[config.mk]
export PLATFORM = sky130hd
export DESIGN_NAME = nand_id_probe
export DESIGN_NICKNAME = d
export VERILOG_FILES = /design/src/rtl/nand_id_pkg.sv /design/src/rtl/nand_bus_phy.sv /design/src/rtl/nand_id_seq.sv /design/src/rtl/nand_id_decode.sv /design/src/rtl/nand_id_probe.sv
export SDC_FILE = /design/constraint.sdc
export NUM_CORES = 1
export LEC_CHECK = 0
export BUFFER_PORTS_ARGS = -buffer_cell sky130_fd_sc_hd__buf_2
export CORE_ASPECT_RATIO = 1.4
export CORE_MARGIN = 4
export CORE_UTILIZATION = 45
export CTS_BUF_LIST = sky130_fd_sc_hd__clkbuf_4 sky130_fd_sc_hd__clkbuf_8
export CTS_CLUSTER_DIAMETER = 200
export CTS_CLUSTER_SIZE = 20
export DETAILED_ROUTE_END_ITERATION = 8
export PLACE_DENSITY_LB_ADDON = 0.05
export SYNTH_ARGS = -nofsm -noshare
export SYNTH_HDL_FRONTEND = slang
export SYNTH_HIERARCHICAL = 1
export SYNTH_SLANG_ARGS = --single-unit
[constraint.sdc]
create_clock -name clk_i -period 2.8 [get_ports clk_i]
set_clock_uncertainty 0.15 [all_clocks]
set_input_delay 0.28 -clock clk_i [delete_from_list [all_inputs] [get_ports clk_i]]
set_output_delay 0.28 -clock clk_i [all_outputs]
set_load 0.005 [all_outputs]
[src/rtl/nand_id_pkg.sv]
package nand_id_pkg;

  typedef enum logic [1:0] {OP_CMD, OP_ADDR, OP_WAIT, OP_READ} op_kind_e;

  typedef struct packed {
    op_kind_e    kind;
    logic [7:0]  data;
    logic [3:0]  slot;
  } bus_op_t;

  localparam logic [7:0]  CMD_READ_ID = 8'h90;
  localparam logic [7:0]  ADDR_ID     = 8'h00;
  localparam logic [7:0]  ADDR_SIG    = 8'h20;
  localparam logic [31:0] SIG_WORD    = 32'h4F4E_4649;

  localparam int ID_BYTES  = 5;
  localparam int SIG_BYTES = 4;
  localparam int GEO_IDX   = 3;
  localparam int STEPS_A   = 3 + ID_BYTES;
  localparam int NUM_STEPS = STEPS_A + 3 + SIG_BYTES;
  localparam int STEP_W    = $clog2(NUM_STEPS);

  // step: cmd, addr, wait, reads... for each of the two probes
  function automatic bus_op_t step_op(input logic [STEP_W-1:0] idx);
    bus_op_t op;
    logic    second;
    int      loc;
    second  = (int'(idx) >= STEPS_A);
    loc     = second ? int'(idx) - STEPS_A : int'(idx);
    op.kind = OP_WAIT;
    op.data = 8'h00;
    op.slot = 4'd0;
    case (loc)
      0: begin op.kind = OP_CMD;  op.data = CMD_READ_ID; end
      1: begin op.kind = OP_ADDR; op.data = second ? ADDR_SIG : ADDR_ID; end
      2: op.kind = OP_WAIT;
      default: begin
        op.kind = OP_READ;
        op.slot = 4'(second ? ID_BYTES + loc - 3 : loc - 3);
      end
    endcase
    return op;
  endfunction

endpackage

[src/rtl/nand_bus_phy.sv]
module nand_bus_phy
  import nand_id_pkg::*;
#(
  parameter int T_WP  = 2,
  parameter int T_WH  = 2,
  parameter int T_RP  = 2,
  parameter int T_REH = 2,
  parameter int T_WHR = 6
) (
  input  logic       clk_i,
  input  logic       rst_ni,
  input  logic       op_valid_i,
  input  op_kind_e   op_kind_i,
  input  logic [7:0] op_data_i,
  output logic       op_done_o,
  output logic [7:0] rd_data_o,
  output logic       cle_o,
  output logic       ale_o,
  output logic       we_no,
  output logic       re_no,
  output logic [7:0] dq_o,
  output logic       dq_oe_o,
  input  logic [7:0] dq_i
);

  localparam int MAX_A = (T_WP > T_WH) ? T_WP : T_WH;
  localparam int MAX_B = (T_RP > T_REH) ? T_RP : T_REH;
  localparam int MAX_C = (MAX_A > MAX_B) ? MAX_A : MAX_B;
  localparam int MAX_T = (MAX_C > T_WHR) ? MAX_C : T_WHR;
  localparam int CNT_W = $clog2(MAX_T + 1);

  typedef enum logic [1:0] {PH_IDLE, PH_LOW, PH_HIGH} ph_e;

  ph_e              st_q;
  logic [CNT_W-1:0] cnt_q;
  op_kind_e         kind_q;
  logic [7:0]       data_q;
  logic [7:0]       rd_q;
  logic             is_wr;

  function automatic logic [CNT_W-1:0] low_len(input op_kind_e k);
    case (k)
      OP_CMD, OP_ADDR: return CNT_W'(T_WP - 1);
      OP_READ:         return CNT_W'(T_RP - 1);
      default:         return CNT_W'(T_WHR - 1);
    endcase
  endfunction

  function automatic logic [CNT_W-1:0] high_len(input op_kind_e k);
    case (k)
      OP_CMD, OP_ADDR: return CNT_W'(T_WH - 1);
      OP_READ:         return CNT_W'(T_REH - 1);
      default:         return '0;
    endcase
  endfunction

  always_ff @(posedge clk_i or negedge rst_ni) begin
    if (!rst_ni) begin
      st_q   <= PH_IDLE;
      cnt_q  <= '0;
      kind_q <= OP_WAIT;
      data_q <= '0;
      rd_q   <= '0;
    end else begin
      case (st_q)
        PH_IDLE: if (op_valid_i) begin
          st_q   <= PH_LOW;
          kind_q <= op_kind_i;
          data_q <= op_data_i;
          cnt_q  <= low_len(op_kind_i);
        end
        PH_LOW: if (cnt_q == '0) begin
          st_q  <= PH_HIGH;
          cnt_q <= high_len(kind_q);
          if (kind_q == OP_READ) rd_q <= dq_i;
        end else begin
          cnt_q <= cnt_q - 1'b1;
        end
        PH_HIGH: if (cnt_q == '0) st_q <= PH_IDLE;
                 else cnt_q <= cnt_q - 1'b1;
        default: st_q <= PH_IDLE;
      endcase
    end
  end

  assign is_wr     = (kind_q == OP_CMD) || (kind_q == OP_ADDR);
  assign op_done_o = (st_q == PH_HIGH) && (cnt_q == '0);
  assign rd_data_o = rd_q;
  assign we_no     = !((st_q == PH_LOW) && is_wr);
  assign re_no     = !((st_q == PH_LOW) && (kind_q == OP_READ));
  assign cle_o     = (st_q != PH_IDLE) && (kind_q == OP_CMD);
  assign ale_o     = (st_q != PH_IDLE) && (kind_q == OP_ADDR);
  assign dq_oe_o   = (st_q != PH_IDLE) && is_wr;
  assign dq_o      = dq_oe_o ? data_q : 8'h00;

  // pulse width monitors
  logic [CNT_W:0] we_low_q, re_low_q;
  always_ff @(posedge clk_i or negedge rst_ni) begin
    if (!rst_ni) begin
      we_low_q <= '0;
      re_low_q <= '0;
    end else begin
      we_low_q <= we_no ? '0 : we_low_q + 1'b1;
      re_low_q <= re_no ? '0 : re_low_q + 1'b1;
    end
  end

  p_cle_ale_excl_r3: assert property (@(posedge clk_i) disable iff (!rst_ni)
    !(cle_o && ale_o));
  p_we_width_r12: assert property (@(posedge clk_i) disable iff (!rst_ni)
    $rose(we_no) |-> we_low_q == (CNT_W+1)'(T_WP));
  p_re_width_r12: assert property (@(posedge clk_i) disable iff (!rst_ni)
    $rose(re_no) |-> re_low_q == (CNT_W+1)'(T_RP));

endmodule

[src/rtl/nand_id_seq.sv]
module nand_id_seq
  import nand_id_pkg::*;
(
  input  logic       clk_i,
  input  logic       rst_ni,
  input  logic       probe_req_i,
  input  logic       bus_gnt_i,
  output logic       bus_req_o,
  output logic       op_valid_o,
  output op_kind_e   op_kind_o,
  output logic [7:0] op_data_o,
  input  logic       op_done_i,
  output logic       cap_en_o,
  output logic [3:0] cap_slot_o,
  output logic       clear_o,
  output logic       commit_o
);

  typedef enum logic [1:0] {SQ_IDLE, SQ_REQ, SQ_RUN, SQ_DONE} sq_e;
  localparam logic [STEP_W-1:0] LAST_STEP = STEP_W'(NUM_STEPS - 1);

  sq_e               st_q;
  logic              pend_q;
  logic [STEP_W-1:0] step_q;
  logic              go;
  bus_op_t           cur;

  assign go  = pend_q || probe_req_i;
  assign cur = step_op(step_q);

  always_ff @(posedge clk_i or negedge rst_ni) begin
    if (!rst_ni) begin
      st_q   <= SQ_IDLE;
      pend_q <= 1'b1;   // probe once out of reset
      step_q <= '0;
    end else begin
      case (st_q)
        SQ_IDLE: if (go) begin
          st_q   <= SQ_REQ;
          pend_q <= 1'b0;
        end
        SQ_REQ: if (bus_gnt_i) st_q <= SQ_RUN;
        SQ_RUN: if (op_done_i) begin
          if (step_q == LAST_STEP) begin
            step_q <= '0;
            st_q   <= SQ_DONE;
          end else begin
            step_q <= step_q + 1'b1;
          end
        end
        default: st_q <= SQ_IDLE;
      endcase
    end
  end

  assign bus_req_o  = (st_q == SQ_REQ) || (st_q == SQ_RUN);
  assign op_valid_o = (st_q == SQ_RUN);
  assign op_kind_o  = cur.kind;
  assign op_data_o  = cur.data;
  assign cap_en_o   = (st_q == SQ_RUN) && op_done_i && (cur.kind == OP_READ);
  assign cap_slot_o = cur.slot;
  assign clear_o    = (st_q == SQ_IDLE) && go;
  assign commit_o   = (st_q == SQ_DONE);

  p_ignore_req_r10: assert property (@(posedge clk_i) disable iff (!rst_ni)
    (st_q == SQ_RUN && !op_done_i) |=> (st_q == SQ_RUN));

endmodule

[src/rtl/nand_id_decode.sv]
module nand_id_decode
  import nand_id_pkg::*;
#(
  parameter int LOG2_W          = 5,
  parameter int PAGE_BASE_LOG2  = 10,
  parameter int BLOCK_BASE_LOG2 = 16
) (
  input  logic              clk_i,
  input  logic              rst_ni,
  input  logic              clear_i,
  input  logic              cap_en_i,
  input  logic [3:0]        cap_slot_i,
  input  logic [7:0]        cap_data_i,
  input  logic              commit_i,
  output logic [7:0]        maker_o,
  output logic [7:0]        device_o,
  output logic [LOG2_W-1:0] page_log2_o,
  output logic [LOG2_W-1:0] block_log2_o,
  output logic              onfi_o,
  output logic              valid_o
);

  logic [7:0]           maker_n, device_n;
  logic [1:0]           page_f, block_f;
  logic [SIG_BYTES-1:0] sig_sel, sig_eq, hit_q;

  // signature checked byte by byte as it arrives
  for (genvar g = 0; g < SIG_BYTES; g++) begin : g_sig
    assign sig_sel[g] = cap_en_i && (cap_slot_i == 4'(ID_BYTES + g));
    assign sig_eq[g]  = cap_data_i == SIG_WORD[8*(SIG_BYTES-1-g) +: 8];
  end

  always_ff @(posedge clk_i or negedge rst_ni) begin
    if (!rst_ni) begin
      maker_n  <= '0;
      device_n <= '0;
      page_f   <= '0;
      block_f  <= '0;
      hit_q    <= '0;
    end else begin
      if (cap_en_i && cap_slot_i == 4'd0)           maker_n  <= cap_data_i;
      if (cap_en_i && cap_slot_i == 4'd1)           device_n <= cap_data_i;
      if (cap_en_i && cap_slot_i == 4'(GEO_IDX)) begin
        page_f  <= cap_data_i[1:0];
        block_f <= cap_data_i[5:4];
      end
      for (int i = 0; i < SIG_BYTES; i++)
        if (sig_sel[i]) hit_q[i] <= sig_eq[i];
    end
  end

  always_ff @(posedge clk_i or negedge rst_ni) begin
    if (!rst_ni) begin
      maker_o      <= '0;
      device_o     <= '0;
      page_log2_o  <= '0;
      block_log2_o <= '0;
      onfi_o       <= 1'b0;
      valid_o      <= 1'b0;
    end else if (commit_i) begin
      maker_o      <= maker_n;
      device_o     <= device_n;
      page_log2_o  <= LOG2_W'(PAGE_BASE_LOG2) + LOG2_W'(page_f);
      block_log2_o <= LOG2_W'(BLOCK_BASE_LOG2) + LOG2_W'(block_f);
      onfi_o       <= &hit_q;
      valid_o      <= 1'b1;
    end else if (clear_i) begin
      valid_o <= 1'b0;
    end
  end

  p_hold_results_r9: assert property (@(posedge clk_i) disable iff (!rst_ni)
    !commit_i |=> $stable(maker_o) && $stable(device_o) && $stable(page_log2_o)
                  && $stable(block_log2_o) && $stable(onfi_o));
  p_valid_set_r9: assert property (@(posedge clk_i) disable iff (!rst_ni)
    commit_i |=> valid_o);
  p_valid_clear_r9: assert property (@(posedge clk_i) disable iff (!rst_ni)
    (clear_i && !commit_i) |=> !valid_o);

endmodule

[src/rtl/nand_id_probe.sv]
module nand_id_probe
  import nand_id_pkg::*;
#(
  parameter int T_WP            = 2,
  parameter int T_WH            = 2,
  parameter int T_RP            = 2,
  parameter int T_REH           = 2,
  parameter int T_WHR           = 6,
  parameter int LOG2_W          = 5,
  parameter int PAGE_BASE_LOG2  = 10,
  parameter int BLOCK_BASE_LOG2 = 16
) (
  input  logic              clk_i,
  input  logic              rst_ni,
  input  logic              probe_req_i,
  output logic              bus_req_o,
  input  logic              bus_gnt_i,
  output logic              nand_cle_o,
  output logic              nand_ale_o,
  output logic              nand_we_no,
  output logic              nand_re_no,
  output logic [7:0]        nand_dq_o,
  output logic              nand_dq_oe_o,
  input  logic [7:0]        nand_dq_i,
  output logic [7:0]        maker_o,
  output logic [7:0]        device_o,
  output logic [LOG2_W-1:0] page_log2_o,
  output logic [LOG2_W-1:0] block_log2_o,
  output logic              onfi_o,
  output logic              valid_o
);

  logic       op_valid, op_done, cap_en, clear, commit;
  op_kind_e   op_kind;
  logic [7:0] op_data, rd_data;
  logic [3:0] cap_slot;

  nand_id_seq u_seq (
    .clk_i      (clk_i),
    .rst_ni     (rst_ni),
    .probe_req_i(probe_req_i),
    .bus_gnt_i  (bus_gnt_i),
    .bus_req_o  (bus_req_o),
    .op_valid_o (op_valid),
    .op_kind_o  (op_kind),
    .op_data_o  (op_data),
    .op_done_i  (op_done),
    .cap_en_o   (cap_en),
    .cap_slot_o (cap_slot),
    .clear_o    (clear),
    .commit_o   (commit)
  );

  nand_bus_phy #(
    .T_WP(T_WP), .T_WH(T_WH), .T_RP(T_RP), .T_REH(T_REH), .T_WHR(T_WHR)
  ) u_phy (
    .clk_i     (clk_i),
    .rst_ni    (rst_ni),
    .op_valid_i(op_valid),
    .op_kind_i (op_kind),
    .op_data_i (op_data),
    .op_done_o (op_done),
    .rd_data_o (rd_data),
    .cle_o     (nand_cle_o),
    .ale_o     (nand_ale_o),
    .we_no     (nand_we_no),
    .re_no     (nand_re_no),
    .dq_o      (nand_dq_o),
    .dq_oe_o   (nand_dq_oe_o),
    .dq_i      (nand_dq_i)
  );

  nand_id_decode #(
    .LOG2_W(LOG2_W), .PAGE_BASE_LOG2(PAGE_BASE_LOG2), .BLOCK_BASE_LOG2(BLOCK_BASE_LOG2)
  ) u_dec (
    .clk_i       (clk_i),
    .rst_ni      (rst_ni),
    .clear_i     (clear),
    .cap_en_i    (cap_en),
    .cap_slot_i  (cap_slot),
    .cap_data_i  (rd_data),
    .commit_i    (commit),
    .maker_o     (maker_o),
    .device_o    (device_o),
    .page_log2_o (page_log2_o),
    .block_log2_o(block_log2_o),
    .onfi_o      (onfi_o),
    .valid_o     (valid_o)
  );

  // address-to-read gap monitor
  localparam int GAP_W = $clog2(T_WHR + 2) + 1;
  logic [GAP_W-1:0] gap_q;
  logic             armed_q;

  always_ff @(posedge clk_i or negedge rst_ni) begin
    if (!rst_ni) begin
      gap_q   <= '0;
      armed_q <= 1'b0;
    end else if (nand_ale_o) begin
      gap_q   <= '0;
      armed_q <= 1'b1;
    end else begin
      if (gap_q != '1) gap_q <= gap_q + 1'b1;
      if (!nand_re_no) armed_q <= 1'b0;
    end
  end

  p_whr_gap_r4: assert property (@(posedge clk_i) disable iff (!rst_ni)
    ($fell(nand_re_no) && armed_q) |-> gap_q >= GAP_W'(T_WHR));
  p_bus_quiet_r2: assert property (@(posedge clk_i) disable iff (!rst_ni)
    !bus_req_o |-> (nand_we_no && nand_re_no && !nand_cle_o && !nand_ale_o && !nand_dq_oe_o));

endmodule

==> impl_metrics.env, run 1 <==
export IMPL_synth_top_area_share_pct=49.4
export IMPL_crit_fanout=8
export IMPL_netlist_area_sq_um=3850
export IMPL_regToRegSetupSlack_ns=0.26
export IMPL_p_per_area_nw_per_um2=823
export IMPL_post_synth_top_area_cell="dfrtp_1"
export IMPL_relSlewSlack_pct=33.6
export IMPL_cts_root_buf="clkbuf_8"
export IMPL_post_drt_via_cell_ratio=5.11
export IMPL_vias=2432
export IMPL_drc_errors=0
export IMPL_startpoint_type="flop"
export IMPL_crit_required_ns=2.89
export IMPL_dpl_hpwl_um=5200
export IMPL_ys_ff_latch=78
export IMPL_setup_viol=0
export IMPL_grt_max_degree=79
export IMPL_hp_class="primary input to flop"
export IMPL_cp_slowest_cell="dfrtp_1"
export IMPL_netlist_instances=304
export IMPL_min_period_over_period_pct=90.7
export IMPL_placementRows=39
export IMPL_post_route_min_period_ns=2.54
export IMPL_cpPeakStageDelay_ns=0.41
export IMPL_routedWlPerCell_um=15.4
export IMPL_global_route_peak_usage_layer="met2"
export IMPL_cts_htree_levels=3
export IMPL_finalNonFillerCells=476
export IMPL_tightest_slew_ns=0.996
export IMPL_dpl_instance_area_sq_um=4180
export IMPL_die_w_um=86.1
export IMPL_antennaDiodeCount=0
export IMPL_synth_cell_types=54
export IMPL_cpLargestDelayFamily="simple AND/OR/NAND/NOR gates"
export IMPL_grt_pass1_wl_um=12500
export IMPL_dp_cells=452
export IMPL_path_buf_inv=2
export IMPL_synthToLayoutAreaGrowth_pct=16.1
export IMPL_criticalPathCategory="flop to flop"
export IMPL_met3_usage_pct=2.31
export IMPL_path_common_cell="inv_1"
export IMPL_grt_met2_usage_pct=25.8
export IMPL_drive_gt1_share_pct=39.0
export IMPL_cts_sinks=78
export IMPL_maxCapViolations=0
export IMPL_dieArea_sq_um=10100
export IMPL_grt_pass1_vias=2488
export IMPL_cp_arrival_ns=2.63
export IMPL_fin_nets=398
export IMPL_io_pins=54
export IMPL_yosys_warnings=6
export IMPL_p_leak_nw=2.25
export IMPL_gp_congestion=0.767
export IMPL_clock_path_buffers=2
export IMPL_coreArea_sq_um=8250
export IMPL_status="finished, final reports clean"
export IMPL_utilization_pct=54.1
export IMPL_post_synth_top_count_cell="dfrtp_1"
export IMPL_grt_total_usage_pct=15.7
export IMPL_synthArstFlopShare_pct=100
export IMPL_die_h_um=117
export IMPL_global_route_usage_met1_pct=19.5
export IMPL_synth_commonest_cells="dfrtp_1, mux2_2, inv_1, ha_1"
export IMPL_rsz0062_at_grt="false"
export IMPL_drv_slew=0
export IMPL_clk_latency_ns=0.35
export IMPL_fmax_mhz=394
export IMPL_cts_buffers=9
export IMPL_hold_violations=0
export IMPL_synthTopCellsByArea="dfrtp_1, mux2_2, ha_1"
export IMPL_first_pass_iters=5
export IMPL_ys_seq_area_share_pct=50.8
export IMPL_tritoncts="built"
export IMPL_pre_cts_slack_ns=0.190
export IMPL_initial_core_util_pct=46.7
export IMPL_post_cts_buffers=0
export IMPL_endpoint_kind="flop"
export IMPL_avgSynthCellArea_sq_um=12.7
export IMPL_grt_overflow_total=0
export IMPL_antenna_left=0
export IMPL_drt_wl_total_um=7350
export IMPL_drt_initial_drc_count=78
export IMPL_setup_ws_ns=0.261
export IMPL_synth_edf_count=0
export IMPL_synthFlopType="dfrtp_1"
export IMPL_io_buffers=50
export IMPL_clk_pin_slew_ns=0.08
export IMPL_antenna_found_initial=0
export IMPL_finalSetupTns_ns=0
export IMPL_finalInstanceArea_sq_um=4470
export IMPL_vdd_ir_drop_worst_v=0.000430
export IMPL_cp_cell_sequence="inv_1 -> ha_1 -> nand3b_1 -> inv_1 -> nand2_1 -> and3b_1 -> nor3b_1 -> nand2_2 -> mux2_2"
-- cells in the final DEF, fill, tap and decap left out, drive strengths merged, types with 2 or more instances in the layout --
cell type,synthesis,final
nor2,12,12
ha,17,17
o21ai,8,8
nand3,7,7
or3,2,2
buf,13,56
and2,9,9
inv,19,19
nand4,3,3
nor3b,4,4
mux2i,5,5
clkinvlp,0,2
nor3,3,3
nand2,10,10
a31oi,4,4
dlygate4sd3,0,8
nand2b,5,5
a21oi,3,3
conb,2,8
o32ai,2,2
nand3b,3,3
clkinv,0,2
nor2b,6,6
clkbuf,3,11
mux2,61,61
a211oi,3,3
dfstp,2,2
dfrtp,76,76
xor2,2,2
-- area by class of cell --
cell class              count  area, sq um
clock buffers              11          145
flip-flops and latches     78         1950
fillers                   735         3780
repair buffers             64          378
multi-input cells         197         1730
inverters                  19         71.3
well taps                 102          128
clock inverters             5         58.8
-- what timing repair did --
action / in CTS / in global routing
gates resized for setup: 0 / 1
setup endpoints to repair: 0 / 8
hold buffers: 8 / 0
endpoints found under the hold margin: 83 / 0
-- per-stage QoR --
step | total power [mW] | hold slack, ns
4_1_cts | 3.73 | 0.0129
3_5_place_dp | 2.85 | 0.318
5_1_grt | 3.95 | 0.0237
3_3_place_gp | 2.83 | 0.309
6_report | 3.68 | 0.0271
2_1_floorplan | 2.46 | -0.166
-- flip-flops by register name, summed over array words and instances, names as in the netlist, 3 cells and up --
| register | cells |
|---|---|
| u_phy/cnt_q | 3 |
| u_dec/device_o | 8 |
| u_phy/data_q | 8 |
| u_dec/device_n | 8 |
| u_dec/hit_q | 4 |
| u_phy/rd_data_o | 8 |
| u_dec/maker_n | 8 |
| u_dec/block_log2_o | 3 |
| u_dec/maker_o | 8 |
| u_dec/page_log2_o | 3 |
| u_seq/step_q | 4 |
-- cell families (layout without fill, tap and decap cells) --
logic type	Yosys count	in the layout	share of synthesized area, %
buffers and inverters	35	99	4.88
other	2	8	0.195
adder cells (fa/ha/maj)	17	17	5.53
flip-flops	78	78	50.8
multiplexers	66	66	20.0
AND/OR/NAND/NOR	74	74	12.3
AO/OA/AOI/OAI	30	30	5.82
XOR/XNOR	2	2	0.455
-- worst register-to-register path: cells and delay by family (launching register included) --
family	cells	cell delay, ns
mux	1	0.31
buf+inv	2	0.22
simple gates	5	1.06
fa+ha+maj	1	0.27
flops	1	0.41
-- path summary, 6_finish.rpt --
kind	startpoint	endpoint	cells after the start
max	u_phy/st_q[0]	u_dec/maker_n[6]	9
min	nand_dq_i[0]	u_phy/rd_data_o[0]	2
max reg2reg	u_phy/st_q[0]	u_dec/maker_n[6]	9
min reg2reg	u_dec/valid_o	u_dec/valid_o	1
max in group asynchronous	rst_ni	u_phy/data_q[0]	2
min in group asynchronous	rst_ni	u_phy/st_q[1]	2
-- where the power goes --
part           switching [mW]  internal, mW
sequential              0.158          1.29
combinational           0.705         0.660
clock                   0.417         0.446
-- routing by layer --
metal	vias to the layer above	wire length, um
li1	1182	-
met1	1188	3110
met2	46	3830
met3	16	206
met4	0	214
met5	-	0
Power figures use the tool's default switching activity.
==> run 2, diff against run 1 <==
CORE_UTILIZATION = 55   (was 45)
==> run 2 against run 1 <==
Clock power rose by 16%. Sequential share of layout area rose by 0.33 points. Clock-buffer cell count fell by 1. Combinational power barely moved. Design area fell by 0.76%. Global-route usage rose by 2.9 points. Critical path depth fell by 1. Critical endpoint is now u_dec/device_n[3]. Highest routed layer unchanged. Non-clock buffer count fell by 6. Setup slack got worse by 0.041 ns. Sequential cell count did not move.
==> impl_metrics.env, run 2 (synthesis gave the netlist of run 1 again) <==
export IMPL_crit_fanout=6
export IMPL_grt_pass1_wl_um=12300
export IMPL_p_leak_nw=2.25
export IMPL_grt_pass1_vias=2622
export IMPL_clock_path_buffers=2
export IMPL_post_route_min_period_ns=2.58
export IMPL_drt_wl_total_um=7210
export IMPL_initial_core_util_pct=57.4
export IMPL_clk_pin_slew_ns=0.08
export IMPL_endpoint_kind="flop"
export IMPL_grt_total_usage_pct=18.6
export IMPL_drc_errors=0
export IMPL_maxCapViolations=0
export IMPL_die_h_um=107
export IMPL_gp_congestion=0.940
export IMPL_tightest_slew_ns=0.966
export IMPL_first_pass_iters=4
export IMPL_clk_latency_ns=0.34
export IMPL_nFillCells=536
export IMPL_status="finished, final reports clean"
export IMPL_io_buffers=50
export IMPL_rsz0062_at_grt="false"
export IMPL_drt_initial_drc_count=109
export IMPL_mostFrequentLayoutCells="dfrtp_1, mux2_2, buf_2, inv_1, ha_1"
export IMPL_fmax_mhz=388
export IMPL_setup_viol=0
export IMPL_die_w_um=78.7
export IMPL_crit_required_ns=2.87
export IMPL_multi_input_area_sq_um=1740
export IMPL_drv_slew=0
export IMPL_p_per_area_nw_per_um2=860
export IMPL_antennaDiodeCount=0
export IMPL_grt_max_degree=79
export IMPL_vdd_ir_drop_worst_v=0.000438
export IMPL_tritoncts="built"
export IMPL_hp_class="primary input to flop"
export IMPL_antenna_left=0
export IMPL_cp_arrival_ns=2.65
export IMPL_dieArea_sq_um=8420
export IMPL_relSlewSlack_pct=35.6
export IMPL_regArea_sq_um=1950
export IMPL_grt_overflow_total=0
export IMPL_cts_buffers=9
export IMPL_dpl_hpwl_um=5100
export IMPL_fin_nets=392
export IMPL_startpoint_type="flop"
export IMPL_routedWlPerCell_um=15.7
export IMPL_cts_htree_levels=3
export IMPL_coreArea_sq_um=6700
export IMPL_min_period_over_period_pct=92.1
export IMPL_synthToLayoutAreaGrowth_pct=15.2
export IMPL_io_pins=54
export IMPL_criticalPathCategory="flop to flop"
export IMPL_finalSetupTns_ns=0
export IMPL_drive_gt1_share_pct=39.8
export IMPL_cts_root_buf="clkbuf_8"
export IMPL_antenna_found_initial=0
export IMPL_post_drt_via_cell_ratio=5.34
export IMPL_whs_ns=0.0186
export IMPL_hold_violations=0
export IMPL_final_common_cell="dfrtp_1"
export IMPL_cts_sinks=78
export IMPL_placementRows=35
export IMPL_vias=2451
run 2: routing by layer:
metal  GRT usage (%)  vias up  wire length, um
met5               0        -                0
met2            33.8       58             3940
met3            3.87       14              282
met4            7.12        0              143
li1                -     1164                -
met1            21.1     1215             2840
run 2: critical path, stage by stage, from the launching register on:
cell and delay [ns]:
dfrtp_1 0.46, inv_1 0.11, ha_1 0.20, nor3_1 0.21, nor2_1 0.12, nor2_1 0.35
nand4b_1 0.33, buf_4 0.27, mux2_2 0.26
run 2: layout make-up:
| class | instances | area share (%) |
|---|---|---|
| well taps | 92 | 2.60 |
| inverters | 19 | 1.61 |
| flip-flops and latches | 78 | 44.1 |
| clock inverters | 5 | 2.40 |
| repair buffers | 58 | 7.17 |
| multi-input cells | 197 | 39.2 |
| clock buffers | 10 | 2.96 |
run 2: power breakdown:
| group | total [mW] | switching (mW) | internal, mW |
|---|---|---|---|
| sequential | 1.44 | 0.154 | 1.29 |
| clock | 1.00 | 0.404 | 0.601 |
| combinational | 1.36 | 0.711 | 0.651 |
| total | 3.81 | 1.27 | 2.54 |
run 2: timing repair:
item	4_1_cts	5_1_grt
hold endpoints to repair	73	1
setup endpoints to repair	0	8
setup buffers	0	0
resized for setup	0	2
hold buffers	1	1
run 2: path summary, 6_finish.rpt:
kind	start	endpoint	slack [ns]	depth (start not counted)
hold / removal	nand_dq_i[5]	u_phy/rd_data_o[5]	0.02	2
setup / recovery	u_seq/step_q[1]	u_dec/device_n[3]	0.22	8
hold reg to reg	u_dec/page_f[1]	u_dec/page_log2_o[1]	0.33	1
setup reg to reg	u_seq/step_q[1]	u_dec/device_n[3]	0.22	8
min in group asynchronous	rst_ni	u_phy/st_q[1]	0.48	2
max in group asynchronous	rst_ni	u_phy/cnt_q[0]	1.38	2
run 2: through the flow:
step	instances	cell area [sq um]	setup slack (ns)	total power [mW]	utilization, %
2_1_floorplan	310	3870	0.321	2.46	-
5_1_grt	459	4430	0.0477	4.08	66.1
3_3_place_gp	442	4170	0.288	2.79	62.2
3_5_place_dp	442	4170	0.177	2.83	62.2
4_1_cts	458	4410	0.0890	3.85	65.9
6_report	459	4430	0.221	3.81	66.1
==> run 3, diff against run 2 <==
==> constraint.sdc (replaced) <==
create_clock -name clk_i -period 2.8 [get_ports clk_i]
set_clock_uncertainty 0.15 [all_clocks]
set_input_delay 0.56 -clock clk_i [delete_from_list [all_inputs] [get_ports clk_i]]
set_output_delay 0.56 -clock clk_i [all_outputs]
set_load 0.005 [all_outputs]
==> run 3 against run 2 <==
Setup slack got worse by 0.0058 ns. Sequential cell count is the same. Combinational power is essentially flat. Critical path type unchanged. Critical endpoint is now u_dec/hit_q[1]. Largest power group unchanged.
==> impl_metrics.env, run 3 (synthesis gave the netlist of run 1 again) <==
export IMPL_status="finished, final reports clean"
export IMPL_r2r_end="u_dec/hit_q[1]"
export IMPL_gp_congestion=0.942
export IMPL_grt_pass1_vias=2481
export IMPL_finalInstanceArea_sq_um=4400
export IMPL_cts_buffers=9
export IMPL_grt_pass1_wl_um=12000
export IMPL_p_int_mw=2.38
export IMPL_vdd_ir_drop_worst_v=0.000448
export IMPL_drt_initial_drc_count=82
export IMPL_seq_power_share_pct=39.2
export IMPL_clk_pin_slew_ns=0.08
export IMPL_synthToLayoutAreaGrowth_pct=14.4
export IMPL_fin_nets=391
export IMPL_routedWlPerCell_um=15.4
export IMPL_cts_htree_levels=3
export IMPL_placementRows=35
export IMPL_whs_ns=0.00958
export IMPL_clk_latency_ns=0.35
export IMPL_cts_root_buf="clkbuf_8"
export IMPL_crit_required_ns=2.88
export IMPL_drt_wl_total_um=7070
export IMPL_cp_cell_sequence="inv_1 -> ha_1 -> nand3b_1 -> inv_1 -> nand2_1 -> and3b_1 -> nand3b_1 -> nor3b_1 -> mux2_2"
export IMPL_cpPeakStageDelay_ns=0.40
export IMPL_clock_path_buffers=2
export IMPL_antenna_found_initial=0
export IMPL_final_common_cell="dfrtp_1"
export IMPL_criticalPathCategory="flop to flop"
export IMPL_switching_share_pct=35.1
export IMPL_drv_slew=0
export IMPL_power_mw=3.67
export IMPL_p_leak_nw=2.23
export IMPL_setup_viol=0
export IMPL_endpoint_kind="flop"
export IMPL_io_buffers=50
export IMPL_r2r_start="u_phy/st_q[0]"
export IMPL_finalSetupTns_ns=0
export IMPL_antenna_left=0
export IMPL_crit_fanout=6
export IMPL_post_route_min_period_ns=2.59
export IMPL_drive_gt1_share_pct=40.3
export IMPL_dieArea_sq_um=8420
export IMPL_regToRegSetupSlack_ns=0.21
export IMPL_finalNonFillerCells=459
export IMPL_die_w_um=78.7
export IMPL_tritoncts="built"
export IMPL_p_per_area_nw_per_um2=834
export IMPL_pre_cts_slack_ns=0.154
export IMPL_combPwrFrac_pct=37.3
export IMPL_cts_sinks=78
export IMPL_maxCapViolations=0
export IMPL_min_period_over_period_pct=92.3
export IMPL_initial_core_util_pct=57.4
export IMPL_clkPwrFrac_pct=23.5
export IMPL_setup_ws_ns=0.215
export IMPL_post_drt_via_cell_ratio=5.30
export IMPL_first_pass_iters=4
export IMPL_dpl_hpwl_um=5180
export IMPL_dp_cells=443
export IMPL_ctsHoldBuffers=0
export IMPL_hp_class="primary input to asynchronous set/reset pin"
export IMPL_mostFrequentLayoutCells="dfrtp_1, mux2_2, buf_2, inv_1, ha_1"
export IMPL_cp_slowest_cell="dfrtp_1"
export IMPL_grt_total_usage_pct=18.4
export IMPL_drc_errors=0
export IMPL_startpoint="u_phy/st_q[0]"
export IMPL_rsz0062_at_grt="false"
export IMPL_reg2reg_depth=9
export IMPL_dpl_instance_area_sq_um=4190
export IMPL_coreArea_sq_um=6700
export IMPL_vias=2432
export IMPL_net_switching_power_mw=1.29
export IMPL_nFillCells=551
export IMPL_antennaDiodeCount=0
export IMPL_startpoint_type="flop"
export IMPL_grt_max_degree=45
export IMPL_die_h_um=107
export IMPL_hold_violations=0
export IMPL_utilization_pct=65.7
export IMPL_grt_overflow_total=0
export IMPL_io_pins=54
export IMPL_fmax_mhz=387
export IMPL_cp_arrival_ns=2.67
[run 3: changes by cell type in the layout (fill, tap and decap cells not counted)]
cell,previous run,this run
bufinv_16,3,1
clkinv_4,0,2
dlygate4sd3_1,2,0
buf_12,0,1
clkbuf_4,1,0
clkbuf_8,9,10
clkinv_2,0,1
[run 3: how the worst max path moves through the flow]
stage	cells after the start	endpoint	slack [ns]
2_1_floorplan	7	u_dec/maker_n[0]	0.32
3_3_place_gp	8	u_dec/maker_n[5]	0.28
3_5_place_dp	9	u_dec/maker_n[4]	0.15
4_1_cts	9	u_dec/maker_n[4]	0.12
5_1_grt	9	u_dec/hit_q[1]	0.007
6_report	9	u_dec/hit_q[1]	0.21
[run 3: what timing repair did]
item                                    4_1_cts  5_1_grt
gates resized for setup                       0        2
endpoints found under the setup margin        0        8
setup buffers                                 0        0
[run 3: power groups by stage]
stage          Clock [mW]  Combinational [mW]  Sequential [mW]
6_report            0.862                1.37             1.44
5_1_grt             0.940                1.52             1.47
4_1_cts             0.887                1.38             1.44
3_5_place_dp            0                1.37             1.47
3_3_place_gp            0                1.34             1.46
2_1_floorplan           0                1.03             1.42
[run 3: worst max-delay path, delay by kind of cell, from the launching register on]
| kind | cells | cell delay [ns] |
|---|---|---|
| buf+inv | 2 | 0.31 |
| fa+ha+maj | 1 | 0.26 |
| flops | 1 | 0.40 |
| simple gates | 5 | 1.00 |
| mux | 1 | 0.36 |
[run 3: routing by layer]
| layer | GRT usage (%) | wire (um) | vias to the layer above |
|---|---|---|---|
| met5 | 0 | 0 | - |
| met4 | 6.63 | 89 | 0 |
| met3 | 4.54 | 294 | 8 |
| met2 | 32.1 | 3830 | 51 |
| met1 | 21.8 | 2860 | 1212 |
| li1 | - | - | 1161 |
[run 3: area by class of cell]
| class | instances | area (sq um) | share of cell area [%] |
|---|---|---|---|
| multi-input cells | 197 | 1740 | 39.4 |
| flip-flops and latches | 78 | 1950 | 44.4 |
| well taps | 92 | 115 | 2.62 |
| clock inverters | 6 | 68.8 | 1.56 |
| repair buffers | 57 | 318 | 7.22 |
| inverters | 19 | 71.3 | 1.62 |
| clock buffers | 10 | 138 | 3.13 |
